[src/rtl/hbist_pkg.sv]
package hbist_pkg;
  typedef enum logic [2:0] {
    ST_IDLE = 3'd0,
    ST_LOAD = 3'd1,
    ST_PRND = 3'd2,
    ST_DET  = 3'd3,
    ST_DONE = 3'd4
  } hb_state_e;

  localparam int unsigned LFSR_EXTERNAL = 0;
  localparam int unsigned LFSR_INTERNAL = 1;
endpackage

[src/rtl/hbist_lfsr.sv]
module hbist_lfsr #(
  parameter int unsigned W    = 16,
  parameter int unsigned TYPE = 0
) (
  input  logic         clk,
  input  logic         rst_n,
  input  logic         load,
  input  logic [W-1:0] seed,
  input  logic [W-1:0] poly,
  input  logic         adv,
  output logic [W-1:0] state
);
  localparam logic [W-1:0] ONE = {{(W-1){1'b0}}, 1'b1};

  logic [W-1:0] state_q, state_d;
  logic [W-1:0] poly_q;
  logic [W-1:0] step;
  logic [W-1:0] seed_fix;

  assign seed_fix = (seed == '0) ? ONE : seed;

  generate
    if (TYPE == hbist_pkg::LFSR_EXTERNAL) begin : g_ext
      assign step = {state_q[W-2:0], ^(state_q & poly_q)};
    end else begin : g_int
      assign step = {state_q[W-2:0], 1'b0} ^ (state_q[W-1] ? poly_q : '0);
    end
  endgenerate

  always_comb begin
    state_d = state_q;
    if (load)     state_d = seed_fix;
    else if (adv) state_d = step;
  end

  always_ff @(posedge clk or negedge rst_n) begin
    if (!rst_n) begin
      state_q <= '0;
      poly_q  <= '0;
    end else begin
      if (load || adv) state_q <= state_d;
      if (load)        poly_q  <= poly;
    end
  end

  assign state = state_q;

  // the register never steps from the all-zero state
  a_r4_lfsr_nonzero: assert property (@(posedge clk) disable iff (!rst_n)
    adv |-> (state_q != '0));
  a_r4_load_nonzero: assert property (@(posedge clk) disable iff (!rst_n)
    load |=> (state_q != '0));
endmodule

[src/rtl/hbist_misr.sv]
module hbist_misr #(
  parameter int unsigned  W    = 16,
  parameter logic [W-1:0] POLY = 16'h1021
) (
  input  logic         clk,
  input  logic         rst_n,
  input  logic         clr,
  input  logic         en,
  input  logic [W-1:0] din,
  output logic [W-1:0] sig
);
  logic [W-1:0] sig_q, sig_d;

  always_comb begin
    sig_d = sig_q;
    if (clr)     sig_d = '0;
    else if (en) sig_d = ({sig_q[W-2:0], 1'b0} ^ (sig_q[W-1] ? POLY : '0)) ^ din;
  end

  always_ff @(posedge clk or negedge rst_n) begin
    if (!rst_n)         sig_q <= '0;
    else if (clr || en) sig_q <= sig_d;
  end

  assign sig = sig_q;

  // clearing wins and empties the signature
  a_r9_misr_clear: assert property (@(posedge clk) disable iff (!rst_n)
    clr |=> (sig_q == '0));
  a_r9_misr_hold: assert property (@(posedge clk) disable iff (!rst_n)
    (!clr && !en) |=> $stable(sig_q));
endmodule

[src/rtl/hbist_seq.sv]
module hbist_seq
  import hbist_pkg::*;
#(
  parameter int unsigned CNT_W  = 16,
  parameter int unsigned ADDR_W = 6
) (
  input  logic              clk,
  input  logic              rst_n,
  input  logic              start,
  input  logic [CNT_W-1:0]  cfg_prlen,
  input  logic [ADDR_W:0]   cfg_detcnt,
  output hb_state_e         state,
  output logic              lfsr_load,
  output logic              lfsr_adv,
  output logic              misr_clr,
  output logic              pat_act,
  output logic              det_sel,
  output logic              mem_rd,
  output logic [ADDR_W-1:0] mem_addr,
  output logic              done
);
  localparam int unsigned DC_W = ADDR_W + 1;

  hb_state_e         state_q, state_d;
  logic [CNT_W-1:0]  pr_left_q, pr_left_d;
  logic [DC_W-1:0]   det_left_q, det_left_d;
  logic [ADDR_W-1:0] addr_q, addr_d;
  logic              pr_zero, det_zero, pr_last, det_last;
  logic              cnt_en, addr_en;

  assign pr_zero  = (pr_left_q == '0);
  assign det_zero = (det_left_q == '0);
  assign pr_last  = (pr_left_q == {{(CNT_W-1){1'b0}}, 1'b1});
  assign det_last = (det_left_q == {{(DC_W-1){1'b0}}, 1'b1});

  // next state
  always_comb begin
    state_d = state_q;
    unique case (state_q)
      ST_IDLE: if (start) state_d = ST_LOAD;
      ST_LOAD: begin
        if (!pr_zero)       state_d = ST_PRND;
        else if (!det_zero) state_d = ST_DET;
        else                state_d = ST_DONE;
      end
      ST_PRND: if (pr_last) state_d = det_zero ? ST_DONE : ST_DET;
      ST_DET:  if (det_last) state_d = ST_DONE;
      ST_DONE: state_d = ST_IDLE;
      default: state_d = ST_IDLE;
    endcase
  end

  // counters and read address
  always_comb begin
    pr_left_d  = pr_left_q;
    det_left_d = det_left_q;
    addr_d     = addr_q;
    cnt_en     = 1'b0;
    addr_en    = 1'b0;
    if (state_q == ST_IDLE && start) begin
      pr_left_d  = cfg_prlen;
      det_left_d = cfg_detcnt;
      addr_d     = '0;
      cnt_en     = 1'b1;
      addr_en    = 1'b1;
    end else if (state_q == ST_PRND) begin
      pr_left_d = pr_left_q - 1'b1;
      cnt_en    = 1'b1;
    end else if (state_q == ST_DET) begin
      det_left_d = det_left_q - 1'b1;
      cnt_en     = 1'b1;
      if (!det_last) begin
        addr_d  = addr_q + 1'b1;
        addr_en = 1'b1;
      end
    end
  end

  always_ff @(posedge clk or negedge rst_n) begin
    if (!rst_n) begin
      state_q    <= ST_IDLE;
      pr_left_q  <= '0;
      det_left_q <= '0;
      addr_q     <= '0;
    end else begin
      state_q <= state_d;
      if (cnt_en) begin
        pr_left_q  <= pr_left_d;
        det_left_q <= det_left_d;
      end
      if (addr_en) addr_q <= addr_d;
    end
  end

  // memory reads are issued one cycle ahead of use
  always_comb begin
    mem_rd = 1'b0;
    unique case (state_q)
      ST_LOAD: mem_rd = pr_zero && !det_zero;
      ST_PRND: mem_rd = pr_last && !det_zero;
      ST_DET:  mem_rd = !det_last;
      default: mem_rd = 1'b0;
    endcase
  end

  assign mem_addr  = (state_q == ST_DET) ? (addr_q + 1'b1) : '0;
  assign state     = state_q;
  assign lfsr_load = (state_q == ST_IDLE) && start;
  assign lfsr_adv  = (state_q == ST_PRND);
  assign misr_clr  = (state_q == ST_LOAD);
  assign det_sel   = (state_q == ST_DET);
  assign pat_act   = (state_q == ST_PRND) || (state_q == ST_DET);
  assign done      = (state_q == ST_DONE);

  // every stored vector was requested one cycle earlier
  a_r5_read_ahead: assert property (@(posedge clk) disable iff (!rst_n)
    (state_q == ST_DET) |-> $past(mem_rd));
  // a read is always followed by a deterministic cycle
  a_r8_read_used: assert property (@(posedge clk) disable iff (!rst_n)
    mem_rd |=> (state_q == ST_DET));
  // done is a single-cycle pulse
  a_r2_done_pulse: assert property (@(posedge clk) disable iff (!rst_n)
    done |=> !done);
  // setup is reachable only from idle
  a_r2_no_restart: assert property (@(posedge clk) disable iff (!rst_n)
    (state_q != ST_IDLE) |=> (state_q != ST_LOAD));
  // the random phase never ends early
  a_r6_prnd_stays: assert property (@(posedge clk) disable iff (!rst_n)
    ((state_q == ST_PRND) && !pr_last) |=> (state_q == ST_PRND));
endmodule

[src/rtl/hbist_ctrl.sv]
module hbist_ctrl
  import hbist_pkg::*;
#(
  parameter int unsigned      PAT_W     = 16,
  parameter int unsigned      CNT_W     = 16,
  parameter int unsigned      ADDR_W    = 6,
  parameter int unsigned      LFSR_TYPE = 0,
  parameter logic [PAT_W-1:0] MISR_POLY = 16'h1021
) (
  input  logic              clk,
  input  logic              rst_n,
  input  logic              start,
  input  logic [PAT_W-1:0]  cfg_seed,
  input  logic [PAT_W-1:0]  cfg_poly,
  input  logic [CNT_W-1:0]  cfg_prlen,
  input  logic [ADDR_W:0]   cfg_detcnt,
  input  logic [PAT_W-1:0]  exp_sig,
  output logic              busy,
  output logic              done,
  output logic              pass,
  output logic [PAT_W-1:0]  pat_out,
  output logic              pat_valid,
  input  logic [PAT_W-1:0]  rsp_in,
  output logic              mem_rd,
  output logic [ADDR_W-1:0] mem_addr,
  input  logic [PAT_W-1:0]  mem_data
);
  logic [1:0]       rst_sync_q;
  logic             rst_n_s;
  hb_state_e        state;
  logic             lfsr_load, lfsr_adv, misr_clr, pat_act, det_sel;
  logic [PAT_W-1:0] lfsr_state, sig;
  logic             pass_q, pass_d, pass_en;

  // reset asserts asynchronously, releases on a clock edge
  always_ff @(posedge clk or negedge rst_n) begin
    if (!rst_n) rst_sync_q <= 2'b00;
    else        rst_sync_q <= {rst_sync_q[0], 1'b1};
  end
  assign rst_n_s = rst_sync_q[1];

  hbist_seq #(.CNT_W(CNT_W), .ADDR_W(ADDR_W)) u_seq (
    .clk        (clk),
    .rst_n      (rst_n_s),
    .start      (start),
    .cfg_prlen  (cfg_prlen),
    .cfg_detcnt (cfg_detcnt),
    .state      (state),
    .lfsr_load  (lfsr_load),
    .lfsr_adv   (lfsr_adv),
    .misr_clr   (misr_clr),
    .pat_act    (pat_act),
    .det_sel    (det_sel),
    .mem_rd     (mem_rd),
    .mem_addr   (mem_addr),
    .done       (done)
  );

  hbist_lfsr #(.W(PAT_W), .TYPE(LFSR_TYPE)) u_lfsr (
    .clk   (clk),
    .rst_n (rst_n_s),
    .load  (lfsr_load),
    .seed  (cfg_seed),
    .poly  (cfg_poly),
    .adv   (lfsr_adv),
    .state (lfsr_state)
  );

  hbist_misr #(.W(PAT_W), .POLY(MISR_POLY)) u_misr (
    .clk   (clk),
    .rst_n (rst_n_s),
    .clr   (misr_clr),
    .en    (pat_act),
    .din   (rsp_in),
    .sig   (sig)
  );

  assign pat_out   = det_sel ? mem_data : lfsr_state;
  assign pat_valid = pat_act;
  assign busy      = (state != ST_IDLE);

  always_comb begin
    pass_d  = pass_q;
    pass_en = 1'b0;
    if (state == ST_LOAD) begin
      pass_d  = 1'b0;
      pass_en = 1'b1;
    end else if (state == ST_DONE) begin
      pass_d  = (sig == exp_sig);
      pass_en = 1'b1;
    end
  end

  always_ff @(posedge clk or negedge rst_n_s) begin
    if (!rst_n_s)     pass_q <= 1'b0;
    else if (pass_en) pass_q <= pass_d;
  end
  assign pass = pass_q;

  // patterns only while busy
  a_r6_valid_busy: assert property (@(posedge clk) disable iff (!rst_n_s)
    pat_valid |-> busy);
  // result held while idle with no new start
  a_r10_pass_hold: assert property (@(posedge clk) disable iff (!rst_n_s)
    ((state == ST_IDLE) && !start) |=> $stable(pass));
  // setup clears the previous result
  a_r10_pass_clear: assert property (@(posedge clk) disable iff (!rst_n_s)
    (state == ST_LOAD) |=> !pass);
endmodule

[config.mk]
export PLATFORM = sky130hd
export DESIGN_NAME = hbist_ctrl
export DESIGN_NICKNAME = d
export VERILOG_FILES = /design/src/rtl/hbist_pkg.sv /design/src/rtl/hbist_lfsr.sv /design/src/rtl/hbist_misr.sv /design/src/rtl/hbist_seq.sv /design/src/rtl/hbist_ctrl.sv
export SDC_FILE = /design/constraint.sdc
export NUM_CORES = 1
export LEC_CHECK = 0
export BUFFER_PORTS_ARGS = -buffer_cell sky130_fd_sc_hd__buf_4
export CAP_MARGIN = 25
export CORE_ASPECT_RATIO = 1.4
export CORE_MARGIN = 5
export CORE_UTILIZATION = 35
export CTS_CLUSTER_DIAMETER = 40
export CTS_CLUSTER_SIZE = 28
export DETAILED_ROUTE_END_ITERATION = 7
export PLACE_DENSITY = 0.55
export SLEW_MARGIN = 20
export SYNTH_ARGS = -nofsm -noshare
export SYNTH_HDL_FRONTEND = slang
export SYNTH_HIERARCHICAL = 1
export SYNTH_SLANG_ARGS = --single-unit
[constraint.sdc]
create_clock -name clk -period 3.1 [get_ports clk]
set_clock_uncertainty 0.15 [all_clocks]
set_input_delay 0.62 -clock clk [delete_from_list [all_inputs] [get_ports clk]]
set_output_delay 0.62 -clock clk [all_outputs]
set_load 0.05 [all_outputs]
# == Word-level counts from Yosys, hierarchy flattened ==
# Index checks and enable logic that the tools add are counted.
# totals
inputBits,106
ff_bits,83
output_inout_bits,27
wordCells,87
# op_classes
bitwise,3
mux,35
reduce_logical,25
n_eq_ne,12
addsub,3
# ops
cell,count
$mux W16,8
$logic_not A16 Y1,2
$xor A16 B16 Y16,2
$mux W6,5
$mux W7,3
$and A16 B16 Y16,1
$eq A16 B1 Y1 const B,1
$eq A16 B16 Y1,1
$reduce_xor A16 Y1,1
$sub A16 B1 Y16 const B,1
$mux W3,5
$mux W13,1
$pmux W3 S4,1
$mux W1,11
$reduce_and A2 Y1,4
$reduce_bool A2 Y1,4
$eq A7 B1 Y1 const B,1
$logic_not A7 Y1,1
$sub A7 B1 Y7 const B,1
$add A6 B1 Y6 const B,1
$eq A3 B2 Y1 const B,2
$ne A2 B1 Y1 const B,3
$reduce_and A3 Y1,2
$ne A2 B2 Y1 const B,2
other kinds (9),14

# == Logic depth before layout (Yosys ltp) ==
# logic_depth
word_depth,6
depth_mapped,9
depth_no_buf,7

# == Hierarchy ==
# The synthesis kept the hierarchy.
# modules_own_cells
module,seq_area_each_um2,instances,cells_each,area_each_um2
hbist_seq,800.8,1,217,1956.9
hbist_lfsr,800.8,1,140,1559.0
hbist_misr,400.4,1,69,784.5
hbist_ctrl,75.1,1,47,504.2

# == Worst setup path before layout ==
# OpenSTA, ideal clock, no wires.
# synth_path
path_type,register to output
start,reg u_seq.state_q[1] (netlist: u_seq/state[1])
end,out pat_out[10]
t_required_ns,2.330
n_path_buf,3
path_stages_with_launch,8
slack_ns,-0.241
arrival_ns,2.571
cell_sequence,dfrtp_1 -> buf_2 -> nor2b_1 -> nand2_1 -> inv_1 -> buf_2 -> buf_2 -> mux2_2
# synth_via
elab_chain_cells,2
# synth_lines
element,line_no,rtl
start: declaration,hbist_seq.sv:24,"hb_state_e state_q, state_d;"
start signal: assignment,hbist_seq.sv:86,state_q <= state_d;
$eq A3 B2 Y1,hbist_seq.sv:111,assign det_sel = (state_q == ST_DET);
via det_sel,hbist_ctrl.sv:31,"logic lfsr_load, lfsr_adv, misr_clr, pat_act, det_sel;"
$mux W16,hbist_ctrl.sv:78,assign pat_out = det_sel ? mem_data : lfsr_state;
end: declaration,hbist_ctrl.sv:21,"output logic [PAT_W-1:0] pat_out,"
# The timed path passes the listed nets, and every way through them passes these cells.

# == Final worst setup path ==
# layout_path
start,reg u_seq.pr_left_q[6]
end,out mem_rd
# layout_via
elab_chain_cells,3
word_cells_on_any_way,5
classes_between,1 x eq/ne; 1 x mux; 3 x reduce/logical
# layout_lines
element,line_no,rtl
start: declaration,hbist_seq.sv:25,"logic [CNT_W-1:0] pr_left_q, pr_left_d;"
start signal: assignment,hbist_seq.sv:88,pr_left_q <= pr_left_d;
$eq A16 B1 Y1 or $logic_not A16 Y1 (tied branches),"hbist_seq.sv:33, hbist_seq.sv:31",
"$logic_and A1 B1 Y1, on equally long branches","hbist_seq.sv:100, hbist_seq.sv:99",
$pmux W1 S3 (*),hbist_seq.sv:98,unique case (state_q)
end: declaration,hbist_ctrl.sv:24,"output logic mem_rd,"
# Mark *: on every way between the ends. The rest lies on a longest branch, timed or not.

==> impl_metrics.csv <==
group,metric,value,unit
status,status,"finished clean",
clock_tree,clock-sinks,83,
run,max-cap-violations,0,
logic_synthesis,seq_area_frac_synth,43.2,%
drt,postRouteAntennaNets,0,
floorplanning,die_y,149,um
placement,gp_congestion,0.768,
worst_setup_path,start_kind,"flip-flop",
worst_setup_path,cp_top_family,"simple AND/OR/NAND/NOR gates",
global_route,grt_pass1_wl,19500,um
logic_synthesis,synth_ff_type,"dfrtp_1",
logic_synthesis,syn_area_per_cell,10.2,um2
sta,rsz0062_at_grt,"false",
drt,wirelength,11900,um
worst_setup_path,critPathArrivalTime,2170,ps
global_route,grt_pass1_vias,4014,
sta,setup_viol,0,
floorplanning,fp-row-count,50,
power,p_seq_share,30.5,%
clock_tree,clock_latency,330,ps
global_route,grt-ovfl-total,0,
drt,drc,0,
power,switching_share,42.5,%
logic_synthesis,syn_nets,585,
floorplanning,start_util,35.7,%
layout,drive_above_1_share,35.0,%
drt,post_drt_wl_per_cell,15.0,um
floorplanning,die-area,16200,um2
power,switchingPower,3.04,mW
worst_setup_path,crit_slowest_cell,"nor4_4",
clock_tree,cts_tree,"built",
worst_setup_path,endpoint_kind,"primary output",
floorplanning,chipWidth,109,um
worst_setup_path,crit_chain,"nor4_4 > nand3b_2 > nor3_1 > a22oi_1 > o21ai_1 > buf_4",
power,pwr_density_cell,1120,nW/um2
logic_synthesis,synth_area,4800,um2
power,p_int,4.11,mW
sta,finalCritPeriodShare,94.7,%
worst_setup_path,path_class,"reg2out",
layout,seq_area,2080,um2
worst_setup_path,critPathMaxStageDelay,440,ps
clock_tree,cts.htree.levels,3,
power,power_frac_comb,52.5,%
logic_synthesis,yosysUniqueCellTypes,62,
power,p_leak,2.78,nW
logic_synthesis,synth_area_leaders,"dfrtp_1 (43%), mux2_2 (7.5%), xnor2_1 (5.8%)",
layout,multi_input_area,2580,um2
logic_synthesis,ys_async_sr_fraction,100,%
global_route,grt_max_degree,86,
drt,avgViaCountPerCell,4.88,
global_route,groute.usage.overall,15.2,%
worst_setup_path,worst-path-buf-inv,1,
logic_synthesis,synth_top_cell_area_share,43.2,%
layout,nNetsFinal,716,
drt,first_pass_iters,4,
logic_synthesis,yosys_register_bits,83,
power,clkPwrFrac,17.1,%
placement,port-buffer-count,132,
sta,fmax,341,MHz
drt,num_vias,3864,
global_route,grt_antenna_before_repair,0,
drt,drt-initial-drc-count,118,
placement,pre_cts_slack,438,ps
clock_tree,clockRootBuffer,"clkbuf_16",
logic_synthesis,post-synth-top-area-cell,"dfrtp_1",
floorplanning,pin_count,133,
clock_tree,path_clk_slew,60,ps
logic_synthesis,yosys_warnings,6,
clock_tree,postCtsSetupBuffers,0,
logic_synthesis,synth-edff-count,0,
sta,hold_viol_final,0,
clock_tree,cts_buffer_depth,2,
layout,antenna_cells,0,
placement,dpl.hpwl,9130,um
sta,period_minus_slack,2940,ps
sta,slew_viol_final,0,
clock_tree,cts_made_buffers,9,
layout,fillers,1295,
floorplanning,core,13500,um2
sta,fin_ws,164,ps
worst_hold_path,min_path_type,"reg2async",
power,peakVddDrop,692,uV
sta,tns,0,ps
worst_setup_path,crit_fanout,7,
logic_synthesis,syn_inst,473,
worst_setup_path,crit_required,2330,ps
power,fin_total_pwr,7.14,mW
layout,area_growth,32.7,%
-- flip-flops by register name (all words and copies together) (netlist names) --
signal / cells
u_seq/addr_q: 6
pass: 1
u_lfsr/poly_q: 16
u_lfsr/state: 16
u_misr/sig: 16
u_seq/state: 3
u_seq/det_left_q: 7
u_seq/pr_left_q: 16
rst_sync_q: 2
-- per-layer routing --
layer / track usage (%) / vias to the layer above / wire length [um]
met5: 0 / - / 0
met4: 4.36 / 0 / 138
met3: 3.17 / 8 / 500
met2: 27.5 / 90 / 6400
met1: 17.9 / 1856 / 4840
li1: - / 1910 / -
-- worst paths after layout --
check	start	end	slack, ps	cells after the start
worst max register to register	u_seq/state[0]	u_seq/pr_left_q[13]	830	5
worst max-delay path	u_seq/pr_left_q[6]	mem_rd	160	6
worst min register to register	rst_sync_q[1]	u_misr/sig[3]	120	0
worst min-delay path	rst_sync_q[1]	u_misr/sig[3]	120	0
max in group asynchronous	rst_sync_q[1]	u_misr/sig[12]	2070	1
min in group clk	rst_sync_q[0]	rst_sync_q[1]	200	0
-- worst reg2reg max path: stages (launching register included) --
cell and delay (ps):
dfrtp_1 520, or3b_1 570, nor4_4 420, nor3b_2 280
xnor2_1 160, o21ai_2 60
-- synth_stat cells (6+ instances only) --
| cell | n |
|---|---|
| a21oi_1 | 7 |
| nand3_1 | 10 |
| clkbuf_1 | 9 |
| ha_1 | 6 |
| nand2_1 | 58 |
| inv_1 | 9 |
| mux2i_1 | 17 |
| xor2_1 | 30 |
| nor4_1 | 8 |
| dfrtp_1 | 83 |
| nand2b_1 | 7 |
| o21ai_0 | 38 |
| buf_2 | 11 |
| xnor2_1 | 32 |
| nor2_1 | 36 |
| mux2_2 | 32 |
| a211oi_1 | 15 |
-- power groups by stage --
stage	Clock (mW)	Combinational (mW)	Sequential (mW)
floorplan	0	3.00	2.04
global placement	0	3.71	2.19
detailed placement	0	3.79	2.19
CTS	1.26	3.81	2.18
global route	1.31	4.15	2.26
finish	1.22	3.75	2.18
-- through the flow --
step	util (%)	area, um2	std cells	hold WS, ps
finish	47.4	6380	791	119
global route	47.4	6380	791	163
CTS	47.4	6370	791	139
detailed placement	44.7	6020	774	132
global placement	44.5	5990	773	190
floorplan	-	4810	473	174
-- cell type report --
class	count	share of cell area (%)
inverters	10	0.589
multi-input cells	357	40.5
flip-flops and latches	83	32.6
clock buffers	11	3.81
clock inverters	5	1.57
repair buffers	143	17.4
well taps	182	3.57
-- cell families (layout without fill, tap and decap cells) --
| logic type | Yosys count | count (layout) | share of synthesized area, % |
|---|---|---|---|
| AND/OR/NAND/NOR | 151 | 151 | 16.7 |
| AO/OA/AOI/OAI | 83 | 83 | 10.9 |
| flip-flops | 83 | 83 | 43.2 |
| XOR/XNOR | 66 | 66 | 13.0 |
| multiplexers | 50 | 50 | 11.3 |
| buffers and inverters | 33 | 169 | 3.26 |
| adder cells (fa/ha/maj) | 6 | 6 | 1.56 |
| other | 1 | 1 | 0.0781 |
-- cells in the final DEF (no fill, tap or decap), types with 3 or more instances in the layout --
cell type and n:
nor3_1 3, xor2_1 30, mux2i_1 17, xnor2_1 32, nor3b_1 4, nor3b_2 3, a21oi_1 7, o21ai_0 37
nand2b_1 7, ha_1 6, a211oi_1 15, mux2_2 32, buf_4 140, bufinv_16 3, o22ai_1 4, nand2_1 58
o21ai_1 4, inv_1 9, clkbuf_16 9, nor4_2 4, nor4_1 7, nand3_1 10, dfrtp_1 82, nor2_1 36
-- timing repair --
action | in CTS | in global routing
setup endpoints to repair | 0 | 1
gates resized for setup | 0 | 1
hold endpoints to repair | 2 | 0
hold buffers | 1 | 0
No activity file was read; power rests on OpenSTA's default activity.
